## config.mk

```make
export PLATFORM = sky130hd
export DESIGN_NAME = sync_tx_framer
export DESIGN_NICKNAME = d
export VERILOG_FILES = /design/src/rtl/sync_tx_pkg.sv /design/src/rtl/sync_tx_rise.sv /design/src/rtl/sync_tx_bitsel.sv /design/src/rtl/sync_tx_wordbuf.sv /design/src/rtl/sync_tx_framer.sv
export SDC_FILE = /design/constraint.sdc
export NUM_CORES = 1
export LEC_CHECK = 0
export ABC_AREA = 1
export CAP_MARGIN = 20
export CORE_ASPECT_RATIO = 0.75
export CORE_MARGIN = 1.5
export CORE_UTILIZATION = 55
export CTS_CLUSTER_SIZE = 24
export DETAILED_ROUTE_END_ITERATION = 8
export PLACE_DENSITY = 0.86
export SETUP_SLACK_MARGIN = 0.5
export SLEW_MARGIN = 30
export SYNTH_ARGS = -nofsm -noshare
export SYNTH_HDL_FRONTEND = slang
export SYNTH_SLANG_ARGS = --single-unit
```

## constraint.sdc

```tcl
create_clock -name clk -period 5.1 [get_ports clk]
set_input_delay 0.51 -clock clk [delete_from_list [all_inputs] [get_ports clk]]
set_output_delay 0.51 -clock clk [all_outputs]
set_load 0.02 [all_outputs]
```

## src/rtl/sync_tx_pkg.sv

```systemverilog
package sync_tx_pkg;
    typedef enum logic [2:0] {
        ST_OFF,
        ST_ARM,
        ST_DELAY,
        ST_SYNC,
        ST_DATA
    } tx_state_e;
endpackage

```

## src/rtl/sync_tx_rise.sv

```systemverilog
module sync_tx_rise (
    input  logic clk,
    input  logic rst_n,
    input  logic sig_i,
    output logic rise_o
);
    logic sig_q;

    always_ff @(posedge clk or negedge rst_n) begin
        if (!rst_n) sig_q <= 1'b0;
        else        sig_q <= sig_i;
    end

    assign rise_o = sig_i & ~sig_q;
endmodule

```

## src/rtl/sync_tx_bitsel.sv

```systemverilog
module sync_tx_bitsel #(
    parameter int IW = 5,
    localparam int W = 1 << IW
) (
    input  logic [W-1:0]  vec_i,
    input  logic [IW-1:0] last_i,
    input  logic [IW-1:0] idx_i,
    input  logic          msb_first_i,
    output logic          bit_o
);
    logic [IW-1:0] pos;

    always_comb begin
        pos   = msb_first_i ? (last_i - idx_i) : idx_i;
        bit_o = vec_i[pos];
    end
endmodule

```

## src/rtl/sync_tx_wordbuf.sv

```systemverilog
module sync_tx_wordbuf #(
    parameter int WORD_W = 32
) (
    input  logic              clk,
    input  logic              rst_n,
    input  logic              load_i,
    input  logic              valid_i,
    input  logic [WORD_W-1:0] data_i,
    output logic [WORD_W-1:0] word_o,
    output logic              miss_o
);
    always_ff @(posedge clk or negedge rst_n) begin
        if (!rst_n) begin
            word_o <= '0;
            miss_o <= 1'b0;
        end else if (load_i) begin
            miss_o <= ~valid_i;
            if (valid_i) word_o <= data_i;
        end
    end
endmodule

```

## src/rtl/sync_tx_framer.sv

```systemverilog
module sync_tx_framer
    import sync_tx_pkg::*;
#(
    parameter int WORD_W      = 32,
    parameter int WORDS_W     = 4,
    parameter int SYNC_BASE_W = 4,
    parameter int SYNC_HI_W   = 1,
    parameter int DELAY_W     = 8,
    localparam int DLEN_W     = $clog2(WORD_W),
    localparam int SLEN_W     = SYNC_BASE_W + SYNC_HI_W,
    localparam int SYNC_W     = 1 << SLEN_W
) (
    input  logic                   clk,
    input  logic                   rst_n,
    input  logic                   cfg_enable,
    input  logic                   cfg_start_sel,
    input  logic [DELAY_W-1:0]     cfg_delay,
    input  logic                   cfg_sync_en,
    input  logic [SYNC_HI_W-1:0]   cfg_sync_len_hi,
    input  logic [SYNC_BASE_W-1:0] cfg_sync_len,
    input  logic [SYNC_W-1:0]      cfg_sync_pattern,
    input  logic [DLEN_W-1:0]      cfg_data_len,
    input  logic [WORDS_W-1:0]     cfg_words,
    input  logic                   cfg_msb_first,
    input  logic                   cfg_idle_level,
    input  logic                   ext_fsync,
    input  logic                   s_valid,
    output logic                   s_ready,
    input  logic [WORD_W-1:0]      s_data,
    output logic                   tx_data,
    output logic                   tx_busy,
    output logic                   sync_flag,
    output logic                   underrun
);
    localparam int CNT_A = (DELAY_W > DLEN_W) ? DELAY_W : DLEN_W;
    localparam int CNT_W = (CNT_A > SLEN_W) ? CNT_A : SLEN_W;

    tx_state_e          state, state_d;
    logic [CNT_W-1:0]   cnt, cnt_d;
    logic [WORDS_W-1:0] word_cnt, word_d;
    logic               word_start;
    logic               fs_rise;
    logic               start_evt;
    logic               sync_q;
    logic [SLEN_W-1:0]  sync_last;
    logic [WORD_W-1:0]  cur_word;
    logic               cur_miss;
    logic               sync_bit, data_bit;
    logic               last_sync_bit, last_data_bit, last_word, delay_done;

    sync_tx_rise u_rise (
        .clk    (clk),
        .rst_n  (rst_n),
        .sig_i  (ext_fsync),
        .rise_o (fs_rise)
    );

    sync_tx_wordbuf #(.WORD_W(WORD_W)) u_wbuf (
        .clk     (clk),
        .rst_n   (rst_n),
        .load_i  (word_start),
        .valid_i (s_valid),
        .data_i  (s_data),
        .word_o  (cur_word),
        .miss_o  (cur_miss)
    );

    sync_tx_bitsel #(.IW(SLEN_W)) u_sync_sel (
        .vec_i       (cfg_sync_pattern),
        .last_i      (sync_last),
        .idx_i       (cnt[SLEN_W-1:0]),
        .msb_first_i (cfg_msb_first),
        .bit_o       (sync_bit)
    );

    sync_tx_bitsel #(.IW(DLEN_W)) u_data_sel (
        .vec_i       (cur_word),
        .last_i      (cfg_data_len),
        .idx_i       (cnt[DLEN_W-1:0]),
        .msb_first_i (cfg_msb_first),
        .bit_o       (data_bit)
    );

    assign sync_last     = {cfg_sync_len_hi, cfg_sync_len};
    assign start_evt     = cfg_enable && (state == ST_ARM) && (cfg_start_sel ? fs_rise : 1'b1);
    assign last_sync_bit = (cnt == CNT_W'(sync_last));
    assign last_data_bit = (cnt == CNT_W'(cfg_data_len));
    assign last_word     = (word_cnt == cfg_words);
    assign delay_done    = (cnt == '0);

    // Next-state and counter logic
    always_comb begin
        state_d    = state;
        cnt_d      = cnt;
        word_d     = word_cnt;
        word_start = 1'b0;
        unique case (state)
            ST_OFF: begin
                if (cfg_enable) state_d = ST_ARM;
            end
            ST_ARM: begin
                if (start_evt) begin
                    cnt_d  = '0;
                    word_d = '0;
                    if (cfg_delay != '0) begin
                        state_d = ST_DELAY;
                        cnt_d   = CNT_W'(cfg_delay) - CNT_W'(1);
                    end else if (cfg_sync_en) begin
                        state_d = ST_SYNC;
                    end else begin
                        state_d    = ST_DATA;
                        word_start = 1'b1;
                    end
                end
            end
            ST_DELAY: begin
                if (delay_done) begin
                    if (cfg_sync_en) begin
                        state_d = ST_SYNC;
                    end else begin
                        state_d    = ST_DATA;
                        word_start = 1'b1;
                    end
                end else begin
                    cnt_d = cnt - CNT_W'(1);
                end
            end
            ST_SYNC: begin
                if (last_sync_bit) begin
                    cnt_d      = '0;
                    state_d    = ST_DATA;
                    word_start = 1'b1;
                end else begin
                    cnt_d = cnt + CNT_W'(1);
                end
            end
            ST_DATA: begin
                if (last_data_bit) begin
                    cnt_d = '0;
                    if (last_word) begin
                        state_d = ST_ARM;
                    end else begin
                        word_d     = word_cnt + WORDS_W'(1);
                        word_start = 1'b1;
                    end
                end else begin
                    cnt_d = cnt + CNT_W'(1);
                end
            end
            default: state_d = ST_OFF;
        endcase
        if (!cfg_enable) begin
            state_d    = ST_OFF;
            word_start = 1'b0;
        end
    end

    // State register
    always_ff @(posedge clk or negedge rst_n) begin
        if (!rst_n) begin
            state    <= ST_OFF;
            cnt      <= '0;
            word_cnt <= '0;
            sync_q   <= 1'b0;
        end else begin
            state    <= state_d;
            cnt      <= cnt_d;
            word_cnt <= word_d;
            sync_q   <= start_evt;
        end
    end

    // Outputs
    always_comb begin
        s_ready   = word_start;
        sync_flag = sync_q;
        tx_busy   = 1'b0;
        tx_data   = cfg_idle_level;
        underrun  = 1'b0;
        unique case (state)
            ST_OFF, ST_ARM: begin
                tx_busy = 1'b0;
            end
            ST_DELAY: begin
                tx_busy = 1'b1;
            end
            ST_SYNC: begin
                tx_busy = 1'b1;
                tx_data = sync_bit;
            end
            ST_DATA: begin
                tx_busy  = 1'b1;
                tx_data  = cur_miss ? cfg_idle_level : data_bit;
                underrun = cur_miss && (cnt == '0);
            end
            default: tx_busy = 1'b0;
        endcase
    end
endmodule

```

; Yosys cells after proc, flatten, opt, wreduce, memory -nomap -nowiden
; Cells that the tools add are included.
[totals]
regBits = 50
latch_bits = 0
mem_bits_rw = 0
rom_bits = 0
in_bits = 95
out_inout_bits = 5
wordCells = 86
n_memories = 0
[classes]
addsub = 6
n_mul = 0
n_div = 0
n_lt_le_gt_ge = 2
n_eq_ne = 16
shift = 0
mux = 39
bitwise = 3
n_reduce_logical = 13
[op_table]
columns = cell, count
row1 = two-way mux 8 bit, 5
row2 = one-hot mux 8 bit (4 select lines), 1
row3 = two-way mux 3 bit, 8
row4 = == test 8 x 5 -> 1 bit, 2
row5 = "subtractor 8 x 1 -> 8 bit, second input constant", 2
row6 = "inequality test 3 bit, second input constant", 5
row7 = one-hot mux 3 bit (5 select lines), 1
row8 = two-way mux 1 bit, 14
row9 = "< comparator 5 x 6 -> 1 bit, second input constant", 2
row10 = two-way mux 4 bit, 3
row11 = binary-select mux 1 bit (select 5 bit), 2
row12 = two-way mux 5 bit, 2
row13 = subtractor 5 bit, 2
row14 = "adder 8 x 1 -> 8 bit, second input constant", 1
row15 = logical NOT 8 bit, 1
row16 = "inequality test 2 bit, second input constant", 4
row17 = one-hot mux 4 bit (2 select lines), 1
row18 = nonzero test 8 bit, 1
row19 = "== test 3 x 2 -> 1 bit, second input constant", 2
row20 = AND reduction 5 bit, 1
row21 = "adder 4 x 1 -> 4 bit, second input constant", 1
row22 = == test 4 bit, 1
row23 = one-hot mux 1 bit (4 select lines), 1
row24 = AND reduction 4 bit, 1
row25 = other kinds (12), 15

; Depth between registers and ports, before layout
; Gate-level depths: netlist of the first run.
[logic_depth]
word_depth = 8
depth_mapped = 15
mapped_depth_nobuf = 14

; By module
; Synthesis of the first run repeated with hierarchy kept, for this count alone.
[unflattened]
cells_unflattened = 753
hier_area_um2 = 4834.6
[by_module_without_submodules]
columns = module, instances, cells_each, area_per_inst_um2, seq_area_each_um2
row1 = sync_tx_framer, 1, 320, 1869.3, 400.4
row2 = sync_tx_bitsel, 2, 143, 759.5, 0.0
row3 = sync_tx_wordbuf, 1, 144, 1411.4, 825.8
row4 = sync_tx_rise, 1, 3, 35.0, 25.0

; Worst setup path before layout of the first run
; No wires, ideal clock.
[synth_timing]
path_kind = input port to output port
startpoint = in cfg_data_len[0]
endpoint = out tx_data
arrival_ns = 2.100
required_ns = 4.590
slack_ns = 2.490
cell_stages = 13
n_path_buf = 0
cell_sequence = inv_1 > ha_1 > fa_1 > nand2_1 > nand2_1 > inv_2 > nand3_1 > nand2_1 > nand2_1 > nand3_1 > nand3_1 > nand3_1 > nand3_1
[synth_between]
elab_chain_len = 6
[synth_lines]
columns = element, line
row1 = "start, declared", sync_tx_framer.sv:22  ; input logic [DLEN_W-1:0] cfg_data_len,
row2 = subtractor 5 bit, sync_tx_bitsel.sv:14  ; pos = msb_first_i ? (last_i - idx_i) : idx_i;
row3 = two-way mux 5 bit, sync_tx_bitsel.sv:14
row4 = binary-select mux 1 bit (select 5 bit), sync_tx_bitsel.sv:15  ; bit_o = vec_i[pos];
row5 = two-way mux 1 bit (not written as such), sync_tx_bitsel.sv:15
row6 = two-way mux 1 bit, sync_tx_framer.sv:193  ; tx_data = cur_miss ? cfg_idle_level : data_bit;
row7 = one-hot mux 1 bit (2 select lines), sync_tx_framer.sv:180  ; unique case (state)
row8 = "end, declared", sync_tx_framer.sv:30  ; output logic tx_data,
; No other way between the ends. The select of a mux whose other input is x is not followed.

; Worst setup path after layout of the first run
[layout_timing]
startpoint = in cfg_sync_len[0]
endpoint = out tx_data
[layout_between]
elab_chain_len = 5
[layout_lines]
columns = element, line
row1 = "start, declared", sync_tx_framer.sv:20  ; input logic [SYNC_BASE_W-1:0] cfg_sync_len,
row2 = subtractor 5 bit, sync_tx_bitsel.sv:14
row3 = two-way mux 5 bit, sync_tx_bitsel.sv:14
row4 = binary-select mux 1 bit (select 5 bit), sync_tx_bitsel.sv:15
row5 = two-way mux 1 bit (not written as such), sync_tx_bitsel.sv:15
row6 = one-hot mux 1 bit (2 select lines), sync_tx_framer.sv:180
; No other way between the ends. The select of a mux whose other input is x is not followed.

==> metrics.md, run 1 <==
| Metric | Value |
|---|---|
| Status | `complete, no violations` |
| Initial Utilization | `56.6%` |
| Core Area | `7330 µm²` |
| DRC viols | `0` |
| Vias | `4,443` |
| DRT antenna net count | `0` |
| Area contributors post-synth | `dfrtp_1 30%, nand2_1 17%, nand3_1 12%` |
| Ys async rst share | `100%` |
| Post-synth top area cell | `dfrtp_1` |
| Util after Layout | `71.5%` |
| Initial DRT Pass Iterations | `6` |
| Synth Register Bits | `50` |
| CP Cell Sequence | `clkdlybuf4s50_1, inv_1, ha_1, nand2_1, o21ai_2, nand2_1, nand3_1, nand2_1, nand2_1, nand3_1, nand3_1, nand3_1, nand3_1, clkdlybuf4s50_1` |
| DP Wirelength | `8580 µm` |
| Fin Hold WS | `0.203 ns` |
| Reg clk slew, reported paths | `0.09 ns` |
| CTS Buf Count | `5` |
| Worst Tran Pin Value | `0.628 ns` |
| Pint | `1.13 mW` |
| CP max-delay cell | `clkdlybuf4s50_1` |
| Area of the multi-input gates | `2490 µm²` |
| Hold Crit Class | `input pin to async pin` |
| CP peak stage delay | `0.61 ns` |
| CTS tree | `yes` |
| Ys Warns | `0` |
| Total power draw | `2.24 mW` |
| H-tree depth | `2` |
| Final Cycle Share | `75.7%` |
| Nets | `807` |
| Setup ws final | `1.24 ns` |
| Crit path capture type | `output port` |
| Final Setup Violations | `0` |
| Filler cell count | `621` |
| Register area share after synthesis | `30.2%` |
| Rows | `27` |
| Net Sw Frac | `49.7%` |
| Fin. max-slew vios | `0` |
| Clock power frac | `13.6%` |
| Max IR drop VDD | `0.230 mV` |
| Reg2reg path depth | `11` |
| Post-CTS Setup Inserts | `0` |
| Yosys cell types | `40` |
| GR Util All Layers | `28.4%` |
| Total gr overflow | `0` |
| Die height | `78.2 µm` |
| Total Wirelength | `11,100 µm` |
| Syn Area/Cell | `6.78 µm²` |
| Power density cells | `428 nW/µm²` |
| Buffers added on ports | `99` |
| Clock tree buffer depth | `2` |
| Place WS | `1.27 ns` |
| Post-synth top flop | `dfrtp_1` |
| Syn Nets | `723` |
| Clock latency on the worst-skew pair | `0.31 ns` |
| Max Cap Violations | `0` |
| Antenna cells | `0` |
| P_leak | `2.54 nW` |
| Unrepaired setup endpoints after global routing | `false` |
| CTS resizes | `0` |
| Iteration-0 DRC Markers | `303` |
| Startpoint types | `input pin` |
| Die ar. | `8080 µm²` |
| Crit path time final | `3.86 ns` |
| Final hold viol count | `0` |
| Largest net degree at the start of global routing | `51` |
| Most frequent cells in the layout | `187 x nand2_1, 98 x clkdlybuf4s50_1, 97 x nand3_1` |
| Vias in the first global route | `4,000` |
| Routability cong. | `0.921` |
| Sequential Power Share | `26.0%` |
| Fmax | `259 MHz` |
| Reg area | `1250 µm²` |
| Root Buffer | `clkbuf_8` |
| Logic pwr share | `60.4%` |
| Area share of the largest cell type after synthesis | `30.2%` |
| Vias/cell | `5.57` |
| Clk sink count | `50` |
| Ports | `100` |
| Clock Skews | `0.00658 ns` |
| Layout cells sized above 1 | `7.17%` |
| Post-Synthesis Cells | `612` |
| Mapped Area | `4150 µm²` |
| DR WL/cell | `14.0 µm` |
| Slew headroom | `58.2%` |
| Worst setup path class | `input pin to output port` |
| Post-route setup TNS | `0 ns` |
| Die Wd | `103 µm` |
| Most common cell after layout, fill and taps aside | `nand2_1` |
| CP arrival | `3.35 ns` |
| Initial antenna violation count | `0` |
| Hold Buf Count CTS | `0` |
| CP dominant cell by count | `nand3_1` |
| Critical Path Fanout Max | `17` |
| Syn-to-layout area delta | `26.3%` |
| Wire length of the first global-routing pass | `18,300 µm` |
| EDFF count, synth | `0` |
| Critical path data required time | `4.59 ns` |
| Switching pwr | `1.11 mW` |
-- layout make-up --
type / instances / share of cell area (%)
clock buffer: 6 / 1.58
clock inverter: 2 / 0.740
inverter: 64 / 4.61
multi-input combinational: 473 / 47.5
sequential: 50 / 23.9
tap: 101 / 2.41
timing repair buffer: 102 / 19.3
-- kinds of logic (layout without fill, tap and decap cells) --
group	after synthesis	after routing	synth area share, %
buffers and inverters	89	174	9.83
XOR/XNOR	19	19	4.01
AND/OR/NAND/NOR	377	377	42.1
AO/OA/AOI/OAI	61	61	8.66
adder cells (fa/ha/maj)	16	16	5.19
flip-flops	50	50	30.2
-- worst max-delay path: cells and delay by family --
kind                     cells  cell delay [ns]
adder cells (fa/ha/maj)      1             0.28
buffers and inverters        3             1.11
AND/OR/NAND/NOR              9             1.05
AO/OA/AOI/OAI                1             0.39
-- metal layers --
layer  share of wire (%)  up-vias  track usage (%)
met5                   0        -                0
met4                0.76        0             6.49
met3                 8.9        9             4.19
met2                  44      190             43.2
met1                  46     2043             42.5
li1                    -     2201                -
-- final timing paths --
check,from,end,slack (ns)
max reg2reg,cnt[2],u_wbuf.word_o[10],2.39
min,rst_n,u_wbuf.word_o[27],0.20
min in group clk,u_wbuf.word_o[23],u_wbuf.word_o[23],0.48
min reg2reg,u_wbuf.word_o[23],u_wbuf.word_o[23],0.48
max,cfg_sync_len[0],tx_data,1.24
max in group asynchronous,rst_n,u_wbuf.word_o[23],4.47
-- power groups by stage --
stage / Sequential, mW / Combinational (mW) / Clock, mW
finish: 0.584 / 1.36 / 0.304
global route: 0.593 / 1.52 / 0.324
CTS: 0.581 / 1.34 / 0.310
detailed placement: 0.589 / 1.33 / 0
global placement: 0.585 / 1.29 / 0
floorplan: 0.546 / 1.06 / 0
-- flip-flops by register name, summed over array words and instances, names as in the netlist --
name / count
u_rise.sig_q: 1
sync_flag: 1
u_wbuf.word_o: 32
u_wbuf.miss_o: 1
word_cnt: 4
cnt: 8
state: 3
-- metrics by stage --
step                std cells  area (µm²)
floorplan                 612        4150
global placement          790        5120
detailed placement        790        5120
CTS                       798        5240
global route              798        5240
finish                    798        5240
-- synthesized netlist by cell type, types with 8 or more instances --
master	instances
a21oi_1	15
dfrtp_1	50
inv_1	50
nand2_1	187
nor2_1	30
o21ai_0	24
inv_2	13
ha_1	14
xnor2_1	8
nand4_1	36
nand3_1	97
xor2_1	11
No activity file was read; power rests on OpenSTA's default activity.
==> run 2, diff against run 1 <==
--- a/config.mk
+++ b/config.mk
@@ -9,10 +9,10 @@
 export CAP_MARGIN = 20
 export CORE_ASPECT_RATIO = 0.75
 export CORE_MARGIN = 1.5
-export CORE_UTILIZATION = 55
+export CORE_UTILIZATION = 46
 export CTS_CLUSTER_SIZE = 24
 export DETAILED_ROUTE_END_ITERATION = 8
-export PLACE_DENSITY = 0.86
+export PLACE_DENSITY = 0.77
 export SETUP_SLACK_MARGIN = 0.5
 export SLEW_MARGIN = 30
 export SYNTH_ARGS = -nofsm -noshare
==> constraint.sdc (replaced) <==
create_clock -name clk -period 3.3 [get_ports clk]
set_input_delay 0.33 -clock clk [delete_from_list [all_inputs] [get_ports clk]]
set_output_delay 0.33 -clock clk [all_outputs]
set_load 0.02 [all_outputs]
==> run 2 against run 1 <==
Compared with the run above:
- register-to-register slack worse by 1.7 ns
- sequential power up 54%
- highest routed layer unchanged
- clock power up 81%
- combinational power up 73%
- die area up 19%
- utilization down 7.3 points
- final cell count up 2.5%
- via count up 2.9%
- count of clock-buffer cells in the layout unchanged
==> metrics.md, run 2 (synthesis gave the netlist of run 1 again) <==
| Metric | Value |
|---|---|
| DRT antenna net count | `0` |
| Crit path time final | `2.88 ns` |
| CP arrival | `2.55 ns` |
| Pint | `1.94 mW` |
| Routability cong. | `0.932` |
| Iteration-0 DRC Markers | `415` |
| Largest Register | `u_wbuf.word_o` |
| Wire length of the first global-routing pass | `19,500 µm` |
| DRC viols | `0` |
| Initial antenna violation count | `0` |
| Logic pwr share | `61.8%` |
| Clk sink count | `50` |
| GR Util All Layers | `24.7%` |
| Most common cell after layout, fill and taps aside | `nand2_1` |
| H-tree depth | `2` |
| CP Cell Sequence | `clkdlybuf4s50_1, inv_1, ha_2, fa_2, nand2_2, nand2_4, nand3_2, nand2_1, nand2_1, nand3_2, nand3_2, nand3_2, nand3_2, buf_6` |
| Sequential Power Share | `23.7%` |
| CP peak stage delay | `0.57 ns` |
| Die height | `85.2 µm` |
| Nets | `820` |
| Most frequent cells in the layout | `184 x nand2_1, 95 x clkdlybuf4s50_1, 83 x nand3_1` |
| Total Wirelength | `12,100 µm` |
| CTS tree | `yes` |
| Initial DRT Pass Iterations | `5` |
| DR WL/cell | `14.8 µm` |
| Top Registers | `u_wbuf.word_o: 32 flops, cnt: 8 flops, word_cnt: 4 flops` |
| Largest net degree at the start of global routing | `51` |
| Dpl cells | `806` |
| Startpoint types | `input pin` |
| Clock Skews | `0.00832 ns` |
| Core Area | `8600 µm²` |
| Buf+Inv Stages, Crit Path | `3` |
| DP Wirelength | `9040 µm` |
| Syn-to-layout area delta | `33.0%` |
| Total gr overflow | `0` |
| Ports | `100` |
| Fin. max-slew vios | `0` |
| Unrepaired setup endpoints after global routing | `true` |
| Net Sw Frac | `48.9%` |
| Hold Crit Class | `input pin to async pin` |
| Rows | `29` |
| Final hold viol count | `0` |
| Vias | `4,573` |
| Worst Tran Pin Value | `0.662 ns` |
| CTS Buf Count | `5` |
| Max Cap Violations | `0` |
| Worst setup path class | `input pin to output port` |
| Setup ws final | `0.421 ns` |
| P_leak | `2.65 nW` |
| Layout cells sized above 1 | `12.7%` |
| Filler cell count | `772` |
| Clock power frac | `14.5%` |
| Fmax | `347 MHz` |
| Die ar. | `9600 µm²` |
| Clock latency on the worst-skew pair | `0.29 ns` |
| Slew headroom | `55.7%` |
| Vias in the first global route | `4,173` |
| Max IR drop VDD | `0.373 mV` |
| Critical path data required time | `2.97 ns` |
| Post-Layout Cell Count | `818` |
| Root Buffer | `clkbuf_16` |
| CP dominant cell by count | `nand3_2` |
| Max reg flops | `32` |
| Crit path capture type | `output port` |
| Buffers added on ports | `99` |
| Die Wd | `113 µm` |
| Post-route setup TNS | `0 ns` |
| Final Cycle Share | `87.2%` |
| CP max-delay cell | `fa_2` |
| Reg clk slew, reported paths | `0.07 ns` |
| Total power draw | `3.80 mW` |
| Crit-path leading delay family | `simple AND/OR/NAND/NOR gates` |
| Power density cells | `689 nW/µm²` |
| Place WS | `-0.106 ns` |
| Status | `complete, no violations` |
| Clock tree buffer depth | `2` |
| Antenna cells | `0` |
| Vias/cell | `5.59` |
| Switching pwr | `1.86 mW` |
| Critical Path Fanout Max | `8` |
| Util after Layout | `64.1%` |
| Initial Utilization | `48.2%` |
| Final Setup Violations | `0` |
[run 2: layout make-up]
class / count / area (µm²) / share of cell area [%]
Clock buffer: 6 / 139 / 2.52
Clock inverter: 2 / 17.5 / 0.318
Inverter: 64 / 244 / 4.42
Multi-Input combinational cell: 474 / 2610 / 47.3
Sequential cell: 50 / 1260 / 22.8
Tap cell: 108 / 135 / 2.45
Timing Repair Buffer: 114 / 1120 / 20.2
[run 2: layer usage]
metal / up-vias / global-route usage (%) / share of wire (%)
li1: 2224 / - / -
met1: 2132 / 35.6 / 46
met2: 200 / 39.0 / 45
met3: 17 / 4.57 / 8.4
met4: 0 / 5.06 / 1.0
met5: - / 0 / 0
[run 2: repair_timing]
item	4_1_cts	5_1_grt
setup buffers	0	3
gates resized for setup	15	26
endpoints found under the hold margin	0	0
pin swaps	2	16
cloned	0	1
hold buffers	0	0
setup endpoints to repair	3	35
[run 2: power groups by stage]
| stage | combinational (mW) | sequential (mW) | clock [mW] |
|---|---|---|---|
| floorplan | 1.63 | 0.843 | 0 |
| global placement | 2.09 | 0.904 | 0 |
| detailed placement | 2.15 | 0.907 | 0 |
| CTS | 2.18 | 0.903 | 0.554 |
| global route | 2.61 | 0.920 | 0.580 |
| finish | 2.35 | 0.901 | 0.550 |
[run 2: through the flow]
stage | cell area, µm² | hold slack, ns
after floorplan | 4150 | 0.0344
after global placement | 5200 | 0.449
after detailed placement | 5210 | 0.402
after CTS | 5390 | 0.0860
after global routing | 5520 | 0.112
final | 5520 | 0.0562
[run 2: worst register-to-register path, cell delays in order (launching register included)]
cell     delay (ns)
dfrtp_2        0.45
inv_1          0.14
ha_1           0.38
nand2_1        0.09
nor2_1         0.13
nand3_1        0.11
nand2_1        0.14
nand3_2        0.12
nand2_4        0.08
buf_4          0.34
nand3_4        0.28
nand2_1        0.16
nand2_1        0.07
[run 2: path summary, 6_finish.rpt]
kind                                   start                end  slack [ns]  depth (start not counted)
max in group asynchronous              rst_n             cnt[3]        2.75                          1
min                                    rst_n  u_wbuf.word_o[28]        0.06                          1
max                          cfg_sync_len[0]            tx_data        0.42                         14
min reg2reg                u_wbuf.word_o[29]  u_wbuf.word_o[29]        0.47                          2
min in group clk           u_wbuf.word_o[29]  u_wbuf.word_o[29]        0.47                          2
max reg2reg                           cnt[3]   u_wbuf.word_o[6]        0.71                         12
